--- config.mk ---
export PLATFORM = sky130hd
export DESIGN_NAME = ddr2_init_seq
export DESIGN_NICKNAME = d
export VERILOG_FILES = /design/src/rtl/ddr2_init_pkg.sv /design/src/rtl/init_step_timer.sv /design/src/rtl/init_lock_counter.sv /design/src/rtl/init_cmd_encode.sv /design/src/rtl/ddr2_init_seq.sv
export SDC_FILE = /design/constraint.sdc
export NUM_CORES = 1
export LEC_CHECK = 0
export ABC_CLOCK_PERIOD_IN_PS = 3000
export BUFFER_PORTS_ARGS = -buffer_cell sky130_fd_sc_hd__buf_2
export CAP_MARGIN = 20
export CORE_MARGIN = 4
export CORE_UTILIZATION = 40
export DETAILED_ROUTE_END_ITERATION = 10
export SLEW_MARGIN = 20
export SYNTH_ARGS = -nofsm -noshare
export SYNTH_HDL_FRONTEND = slang
export SYNTH_SLANG_ARGS = --single-unit
export TNS_END_PERCENT = 20
--- constraint.sdc ---
create_clock -name clk -period 3 [get_ports clk]
set_input_delay 0.45 -clock clk [delete_from_list [all_inputs] [get_ports clk]]
set_output_delay 0.45 -clock clk [all_outputs]
set_load 0.01 [all_outputs]
--- src/rtl/ddr2_init_pkg.sv ---
// Package ddr2_init_pkg
// Shared types and constants for the DDR2 initialization sequencer.
// Assumes commands are encoded on {ras_n, cas_n, we_n} with cs_n low.
package ddr2_init_pkg;

    // Sequence steps, in the order they are visited.
    typedef enum logic [3:0] {
        ST_HOLD  = 4'd0,
        ST_CKEW  = 4'd1,
        ST_PRE1  = 4'd2,
        ST_EMR2  = 4'd3,
        ST_EMR3  = 4'd4,
        ST_EMR1  = 4'd5,
        ST_MRDLL = 4'd6,
        ST_PRE2  = 4'd7,
        ST_REF1  = 4'd8,
        ST_REF2  = 4'd9,
        ST_MRFIN = 4'd10,
        ST_DONE  = 4'd11
    } step_t;

    // Command codes on {ras_n, cas_n, we_n}.
    localparam logic [2:0] CMD_NOP  = 3'b111;
    localparam logic [2:0] CMD_PRE  = 3'b010;
    localparam logic [2:0] CMD_LM   = 3'b000;
    localparam logic [2:0] CMD_REF  = 3'b001;

    // Address bit that selects all banks on a precharge.
    localparam int PRE_ALL_BIT = 10;
    // Address bit that resets the DLL in the main mode register.
    localparam int DLL_RST_BIT = 8;

endpackage

--- src/rtl/init_step_timer.sv ---
// Module init_step_timer
// Counts the cycles spent in the current sequence step. The count restarts
// at zero on clear and stops at limit-1, where 'last' is raised.
// Assumes limit >= 1 and that limit does not change between clears.
module init_step_timer #(
    parameter int CNT_W = 16
) (
    input  logic             clk,
    input  logic             rst_n,
    input  logic             clear,
    input  logic [CNT_W-1:0] limit,
    output logic [CNT_W-1:0] count,
    output logic             last
);

    // Final cycle of the step is reached when the count meets limit-1.
    assign last = (count == (limit - CNT_W'(1)));

    // Step-local cycle counter, saturating on its final value.
    always_ff @(posedge clk) begin
        if (!rst_n) begin
            count <= '0;
        end else if (clear) begin
            count <= '0;
        end else if (!last) begin
            count <= count + CNT_W'(1);
        end
    end

endmodule

--- src/rtl/init_lock_counter.sv ---
// Module init_lock_counter
// Measures the DLL lock interval. A start pulse arms it; 'expired' rises
// LOCK_CYC cycles after the cycle that carried the pulse and stays high
// until reset. Assumes LOCK_CYC >= 1.
module init_lock_counter #(
    parameter int LOCK_CYC = 200
) (
    input  logic clk,
    input  logic rst_n,
    input  logic start,
    output logic expired
);

    localparam int LW = $clog2(LOCK_CYC + 1);

    logic [LW-1:0] elapsed;
    logic          armed;

    assign expired = (elapsed == LW'(LOCK_CYC));

    // Arm on start and count up to the lock interval, then hold.
    always_ff @(posedge clk) begin
        if (!rst_n) begin
            elapsed <= '0;
            armed   <= 1'b0;
        end else begin
            armed <= armed | start;
            if ((armed || start) && !expired) begin
                elapsed <= elapsed + LW'(1);
            end
        end
    end

endmodule

--- src/rtl/init_cmd_encode.sv ---
// Module init_cmd_encode
// Turns the current step into command pins, bank address and address.
// A command is placed on the bus only in the first cycle of its step;
// all other cycles carry a NOP. Forced mode bits are applied here.
// Assumes ROW_W >= 11 and BANK_W >= 2.
module init_cmd_encode
    import ddr2_init_pkg::*;
#(
    parameter int               ROW_W     = 14,
    parameter int               BANK_W    = 3,
    parameter logic [ROW_W-1:0] MR_OPTS   = '0,
    parameter logic [ROW_W-1:0] EMR1_OPTS = '0,
    parameter logic [ROW_W-1:0] EMR2_OPTS = '0,
    parameter logic [ROW_W-1:0] EMR3_OPTS = '0
) (
    input  step_t              step,
    input  logic               first,
    output logic               cs_n,
    output logic               ras_n,
    output logic               cas_n,
    output logic               we_n,
    output logic [BANK_W-1:0]  ba,
    output logic [ROW_W-1:0]   addr
);

    localparam logic [ROW_W-1:0] PRE_ADDR  = ROW_W'(1) << PRE_ALL_BIT;
    localparam logic [ROW_W-1:0] DLL_MASK  = ROW_W'(1) << DLL_RST_BIT;
    localparam logic [ROW_W-1:0] EMR1_CLR  = ROW_W'(10'h381);
    localparam logic [ROW_W-1:0] EMR1_WORD = EMR1_OPTS & ~EMR1_CLR;
    localparam logic [ROW_W-1:0] MR_RESET  = MR_OPTS | DLL_MASK;
    localparam logic [ROW_W-1:0] MR_FINAL  = MR_OPTS & ~DLL_MASK;

    logic [2:0] code;

    assign cs_n = 1'b0;
    assign {ras_n, cas_n, we_n} = code;

    // Select command code, bank and address for the current step.
    always_comb begin
        code = CMD_NOP;
        ba   = '0;
        addr = '0;
        if (first) begin
            case (step)
                ST_PRE1, ST_PRE2: begin
                    code = CMD_PRE;
                    addr = PRE_ADDR;
                end
                ST_EMR2: begin
                    code = CMD_LM;
                    ba   = BANK_W'(2);
                    addr = EMR2_OPTS;
                end
                ST_EMR3: begin
                    code = CMD_LM;
                    ba   = BANK_W'(3);
                    addr = EMR3_OPTS;
                end
                ST_EMR1: begin
                    code = CMD_LM;
                    ba   = BANK_W'(1);
                    addr = EMR1_WORD;
                end
                ST_MRDLL: begin
                    code = CMD_LM;
                    addr = MR_RESET;
                end
                ST_MRFIN: begin
                    code = CMD_LM;
                    addr = MR_FINAL;
                end
                ST_REF1, ST_REF2: begin
                    code = CMD_REF;
                end
                default: begin
                    code = CMD_NOP;
                end
            endcase
        end
    end

endmodule

--- src/rtl/ddr2_init_seq.sv ---
// Module ddr2_init_seq
// Top of the DDR2 power-up initialization sequencer. Walks a fixed list of
// steps; each step lasts a parameterized number of cycles, and a command,
// if any, goes out in the step's first cycle. Completion waits on both
// the end of the list and the DLL lock interval.
// Assumes a stable clock before reset is released and all waits >= 1.
module ddr2_init_seq
    import ddr2_init_pkg::*;
#(
    parameter int               ROW_W      = 14,
    parameter int               BANK_W     = 3,
    parameter int               T_PWRUP    = 40000,
    parameter int               T_CKE_WAIT = 80,
    parameter int               T_MRD      = 2,
    parameter int               T_RP       = 3,
    parameter int               T_RFC      = 26,
    parameter int               DLL_LOCK   = 200,
    parameter logic [ROW_W-1:0] MR_OPTS    = '0,
    parameter logic [ROW_W-1:0] EMR1_OPTS  = '0,
    parameter logic [ROW_W-1:0] EMR2_OPTS  = '0,
    parameter logic [ROW_W-1:0] EMR3_OPTS  = '0
) (
    input  logic              clk,
    input  logic              rst_n,
    output logic              cke,
    output logic              cs_n,
    output logic              ras_n,
    output logic              cas_n,
    output logic              we_n,
    output logic [BANK_W-1:0] ba,
    output logic [ROW_W-1:0]  addr,
    output logic              odt,
    output logic              init_done
);

    localparam int MAX_AB  = (T_PWRUP > T_CKE_WAIT) ? T_PWRUP : T_CKE_WAIT;
    localparam int MAX_CD  = (T_MRD > T_RP) ? T_MRD : T_RP;
    localparam int MAX_ABC = (MAX_AB > MAX_CD) ? MAX_AB : MAX_CD;
    localparam int MAX_GAP = (MAX_ABC > T_RFC) ? MAX_ABC : T_RFC;
    localparam int CNT_W   = $clog2(MAX_GAP) + 1;

    step_t            step_q;
    step_t            step_d;
    logic [CNT_W-1:0] gap_len;
    logic [CNT_W-1:0] step_cnt;
    logic             step_last;
    logic             advance;
    logic             first;
    logic             dll_start;
    logic             lock_ok;

    // Length of each step in cycles.
    always_comb begin
        case (step_q)
            ST_HOLD:                   gap_len = CNT_W'(T_PWRUP);
            ST_CKEW:                   gap_len = CNT_W'(T_CKE_WAIT);
            ST_PRE1, ST_PRE2:          gap_len = CNT_W'(T_RP);
            ST_REF1, ST_REF2:          gap_len = CNT_W'(T_RFC);
            ST_EMR2, ST_EMR3, ST_EMR1,
            ST_MRDLL, ST_MRFIN:        gap_len = CNT_W'(T_MRD);
            default:                   gap_len = CNT_W'(1);
        endcase
    end

    assign advance   = step_last && (step_q != ST_DONE);
    assign first     = (step_cnt == '0);
    assign dll_start = (step_q == ST_MRDLL) && first;

    // Next step follows the fixed order; the final step is held.
    always_comb begin
        step_d = advance ? step_t'(4'(step_q) + 4'd1) : step_q;
    end

    // Step register with synchronous active-low reset to the hold step.
    always_ff @(posedge clk) begin
        if (!rst_n) begin
            step_q <= ST_HOLD;
        end else begin
            step_q <= step_d;
        end
    end

    init_step_timer #(
        .CNT_W (CNT_W)
    ) u_timer (
        .clk   (clk),
        .rst_n (rst_n),
        .clear (advance),
        .limit (gap_len),
        .count (step_cnt),
        .last  (step_last)
    );

    init_lock_counter #(
        .LOCK_CYC (DLL_LOCK)
    ) u_lock (
        .clk     (clk),
        .rst_n   (rst_n),
        .start   (dll_start),
        .expired (lock_ok)
    );

    init_cmd_encode #(
        .ROW_W     (ROW_W),
        .BANK_W    (BANK_W),
        .MR_OPTS   (MR_OPTS),
        .EMR1_OPTS (EMR1_OPTS),
        .EMR2_OPTS (EMR2_OPTS),
        .EMR3_OPTS (EMR3_OPTS)
    ) u_enc (
        .step  (step_q),
        .first (first),
        .cs_n  (cs_n),
        .ras_n (ras_n),
        .cas_n (cas_n),
        .we_n  (we_n),
        .ba    (ba),
        .addr  (addr)
    );

    assign cke       = (step_q != ST_HOLD);
    assign odt       = 1'b0;
    assign init_done = (step_q == ST_DONE) && lock_ok;

endmodule

* After elaboration in Yosys (flattened, before gate mapping)
Memories as Yosys holds them, arrays and structs flattened. A register that Yosys moved wholly into a read port is not among the register bits.
Cells that the tools add are included.
** Cells by class
- Add/subtract/negate cells :: 4
- Eq/ne operators :: 13
- Multiplexer cells :: 8
- Bitwise logic cells :: 2
- Reductions and logical operators :: 12
** Operator list (count)
- case mux 11 bit (2 select lines) :: 1
- adder 17 x 1 -> 17 bit (second input constant) :: 1
- equality test 17 bit :: 1
- logical NOT 17 bit :: 1
- subtractor 17 x 1 -> 17 bit (second input constant) :: 1
- equality test 4 x 3 -> 1 bit (second input constant) :: 4
- equality test 4 bit (second input constant) :: 4
- 2-to-1 mux 14 bit :: 1
- case mux 3 bit (3 select lines) :: 1
- adder 8 x 1 -> 8 bit (second input constant) :: 1
- equality test 4 x 2 -> 1 bit (second input constant) :: 2
- equality test 8 bit (second input constant) :: 1
- 2-to-1 mux 4 bit :: 2
- 2-to-1 mux 3 bit :: 2
- case mux 2 bit (3 select lines) :: 1
- OR reduction 2 bit :: 3
- OR reduction 5 bit :: 1
- adder 4 x 1 -> 4 bit (second input constant) :: 1
- logical AND 1 bit :: 4
- inequality test 4 bit (second input constant) :: 1
- nonzero test 4 bit :: 1
- logical NOT 1 bit :: 1
- logical OR 1 bit :: 1
- inverter 1 bit :: 1
- bitwise OR 1 bit :: 1
** Storage, ports and cells
- Bits in registers :: 30
- ROM bits :: 144
- Memories kept :: 1
** Memories
- (name not given) :: depth 16, bits a word 9, rd ports 1, clocked after Yosys merged registers in 1, write ports 0, line ddr2_init_seq.sv:54 : case (step_q)

* Longest topological paths before layout
- Word-level depth :: 5
- Mapped depth :: 14
- Gate-level depth less buffers :: 13

* By module
From an unflattened synthesis, not the netlist that was laid out.
** Unflattened totals
- Cells, all modules :: 359
- Area total of the unflattened synthesis :: 2947.8 um^2
** By module, submodules not included
- init_step_timer :: times used 1, cells each 193, area an instance 1544.0 um^2
- ddr2_init_seq :: times used 1, cells each 80, area an instance 711.9 um^2
- init_lock_counter :: times used 1, cells each 50, area an instance 449.2 um^2
- init_cmd_encode :: times used 1, cells each 36, area an instance 242.7 um^2

* Worst setup path after synthesis
No wires, ideal clock.
- Kind :: reg2reg
- Start point :: reg, netlist name gap_len[0]
- End point :: reg, netlist name gap_len[0]
- Arrival :: 3.076 ns
- Required time :: 2.926 ns
- Setup slack :: -0.150 ns
- Stages on the path, launching flop included :: 15
- Path buffers :: 1
- Clock period less this slack :: 3.150 ns
- Cells stage by stage :: dfxtp_1 -> inv_1 -> ha_1 -> nor4b_4 -> inv_1 -> ha_1 -> xor2_1 -> nor4_1 -> nand4_1 -> or2_1 -> buf_2 -> or3_4 -> and2_4 -> a2111o_1 -> a31oi_1
** Between the ends
- Longest elaborated chain between the ends :: 5
** Ends and longest elaborated chain
- subtractor 17 x 1 -> 17 bit :: line init_step_timer.sv:17 : assign last = (count == (limit - CNT_W'(1)));
- equality test 17 bit :: line init_step_timer.sv:17
- logical AND 1 bit :: line ddr2_init_seq.sv:65 : assign advance = step_last && (step_q != ST_DONE);
- 2-to-1 mux 4 bit (no line) (2 in a row)
No other way between the ends.
A chain may end at the register's enable or synchronous reset.

* Worst setup path after layout
- Start point :: reg, netlist name gap_len[1]
- End point :: reg, netlist name gap_len[0]
** Between the ends
- Longest elaborated chain between the ends :: 5
** Ends and longest elaborated chain (line)
- subtractor 17 x 1 -> 17 bit :: init_step_timer.sv:17
- equality test 17 bit :: init_step_timer.sv:17
- logical AND 1 bit :: ddr2_init_seq.sv:65
- 2-to-1 mux 4 bit (no line) (2 in a row)
No other way between the ends.

==> results by group <==
STA
  • Hold Vio Cnt, Final: 0
  • Setup TNS: 0 ns
  • Slew Limit Fails: 0
  • Final setup fails: 0
  • Clock skew: ~0.0072 ns
  • Crit share post-route: about 95%
  • Final min period: around 2.9 ns
  • RSZ-0062 raised after global routing: true
  • F_max: 0.3491 GHz

Die
  • Width of the die: around 85 µm
  • Die Area: around 7200 µm²
  • Top-level port count: 26
  • Starting Density: 42.16%
  • Die Y: between 80 and 90 µm
  • Row count: 27
  • Placeable Area: 5642 µm²

Final layout
  • Post-route cell area: about 2700 µm²
  • Fin util: between 40 and 50%
  • Net count, final: between 300 and 400
  • Synth-to-layout area growth: 13.89%
  • Layout cells sized above 1: between 15 and 20%
  • # diodes: 0

Logic synthesis
  • Number of synthesized flops with an enable pin: 0
  • Synth area leaders: dfxtp_1, xnor2_1, ha_1, nor2_1, xor2_1
  • Commonest cells in the netlist: dfxtp_1, nor2_1, xnor2_1, nand2_1
  • Synth top area share: 30.30%
  • Post-synthesis compound-gate area fraction: 9.258%
  • Yosys top cell by area: dfxtp_1
  • Synthesized cell area: roughly 2400 µm²
  • Main combinational cell family by area after synthesis: simple AND/OR/NAND/NOR gates
  • Syn Inst Count: around 290
  • Mux cell area share after synthesis: approximately 3%
  • Register bit total from synthesis: 36
  • Post-synthesis sequential area ratio: 30.30%
  • XOR/XNOR share of the synthesized area: 12.15%
  • Predominant post-synthesis flop cell: dfxtp_1
  • Ys async rst share: 0%
  • Avg Inst Size Synth: 8.230 µm²
  • Post-synthesis adder-cell area fraction: under 10%
  • Synth warn: 0
  • Simple-Gate Fraction of Synth Area: a little under a third
  • Synth unique cells: between 40 and 50

Place
  • Placer congestion estimate: 0.8164
  • Detailed placer's ending HPWL: 3627 µm
  • Port-buffer cells: 10
  • Post-DP Area: ~2500 µm²

Pwr
  • Sequential Power Share: 50.6%
  • Sw Share: 23.05%
  • Pwr dens: between 300 and 400 nW/µm²
  • Leakage: between 1 and 1.5 nW
  • Cell internal pwr: approximately 0.74 mW
  • Maximum vdd ir drop: about 0.2 mV
  • Comb power frac: approximately 4.2%
  • Clock power frac: a little under half
  • Switching power: roughly 0.22 mW

Clock network
  • CTS Sinks: 36
  • CTS Buf Count: 5
  • Post-CTS Hold Buffers: 0
  • CTS tree: done
  • H-tree levels: 2
  • Clock slew at reported path FFs: roughly 0.080 ns
  • Worst skew pair latency: 0.30 ns
  • Clock root cell: clkbuf_8
  • Clk buf depth: 2

Detailed routing
  • DRT Pass-1 Iters: 4
  • DR iter-0 viols: 121
  • Routed WL per cell: around 13 µm
  • Final ANT Viol Nets: 0
  • Drt total wl: ~4800 µm
  • Via count: 1931
  • Drt drc: 0
  • Vias/cell: 4.990

Critical path
  • CP Data Arrival Time: a little over 3 ns
  • Max Fanout on Critical Path: 4
  • Worst setup path start: gap_len[1]
  • Crit Path Class: reg2reg
  • Worst r2r src: gap_len[1]
  • CP Capture Type: register
  • CP required: 3.22 ns
  • Startpoint Class: register

GRT
  • Global-route wire length before repair: about 8200 µm
  • Grt ovf: 0
  • GRT Total Usage: 14.03%
  • Initial antenna violation count: 0
  • Largest net degree at the start of global routing: 18
  • Vias in the first global route: approximately 1800

Status
  • Status: finished clean

Worst hold path
  • Worst min-delay path class: in2reg
  • Min-Delay Startpoint: rst_n

Run
  • Maxcap violations: 0
-- path summary, 6_finish.rpt --
kind	cells after the start	slack, ns	end
max	13	0.14	gap_len[0]
min	3	0.50	gap_len[4]
min reg2reg	2	0.50	u_lock.armed
max reg2reg	13	0.14	gap_len[0]
-- worst max-delay path, cell delays in order, from the launching register on --
cell,delay [ns]
dfxtp_2,0.33
inv_2,0.06
ha_4,0.13
nor4b_4,0.23
inv_2,0.07
ha_4,0.21
xor2_1,0.14
nor4_1,0.18
nand4_1,0.17
or2_4,0.28
or3_4,0.40
and2_4,0.17
a2111o_1,0.27
a31oi_1,0.13
-- power groups by stage --
stage          registers, mW  logic [mW]  clock network [mW]
6_report               0.486      0.0407               0.435
5_1_grt                0.487      0.0465               0.471
4_1_cts                0.486      0.0406               0.449
3_5_place_dp           0.498      0.0404                   0
3_3_place_gp           0.498      0.0400                   0
2_1_floorplan          0.496      0.0465                   0
-- metal layers --
metal  vias to the layer above  global-route usage [%]  routed length, µm
li1                       1007                       -                  -
met1                       891                   19.21               2546
met2                        24                   20.83               2033
met3                         9                   3.398                155
met4                         0                   6.043                110
met5                         -                       0                  0
-- metrics by stage --
step                      cells  hold WS [ns]  setup WS (ns)  total power, mW
final                       387        0.4967         0.1357           0.9619
after floorplan             303        0.4528      -0.003108           0.5424
after detailed placement    375        0.4868       -0.04816           0.5380
after CTS                   384        0.4899        0.02120           0.9755
after global routing        387        0.5299       -0.03733            1.005
after global placement      375        0.4764        0.04181           0.5375
-- registers in the layout, summed over array words and instances, names as in the netlist --
name            flops
gap_len             6
u_timer.count      17
u_lock.armed        1
step_q              4
u_lock.elapsed      8
-- cell families (layout without fill, tap and decap cells) --
group           count (synthesis)  in the layout
other cells                     1             15
flops                          36             36
compound gates                 31             31
buf+inv                        40             52
mux                             7              7
xor+xnor                       33             33
fa+ha+maj                      11             11
simple gates                  130            130
-- repair_timing --
action,CTS,global route
buffers inserted,1,3
setup endpoints to repair,2,14
pin swaps,5,2
resized for setup,3,4
-- cell usage in the layout, fill, tap and decap left out, drive strengths merged, types with 6 or more instances in the layout --
cell type	n
a21oi	8
xor2	14
buf	29
and3	7
nor4	6
inv	15
nand3	10
nor2	36
nor2b	8
ha	11
conb	15
xnor2	19
nand2	16
nor3	12
o21ai	10
dfxtp	36
mux2i	6
-- cell type report --
cell class                      count  area [µm²]
Clock buffer                        5       68.82
Tap cell                           72       90.09
Inverter                           15       56.30
Fill cell                         552        2933
Timing Repair Buffer               29       192.7
Sequential cell                    36       723.2
Multi-Input combinational cell    227        1535
Clock inverter                      3       42.54
Note: power is estimated with default switching activity, not from simulation.
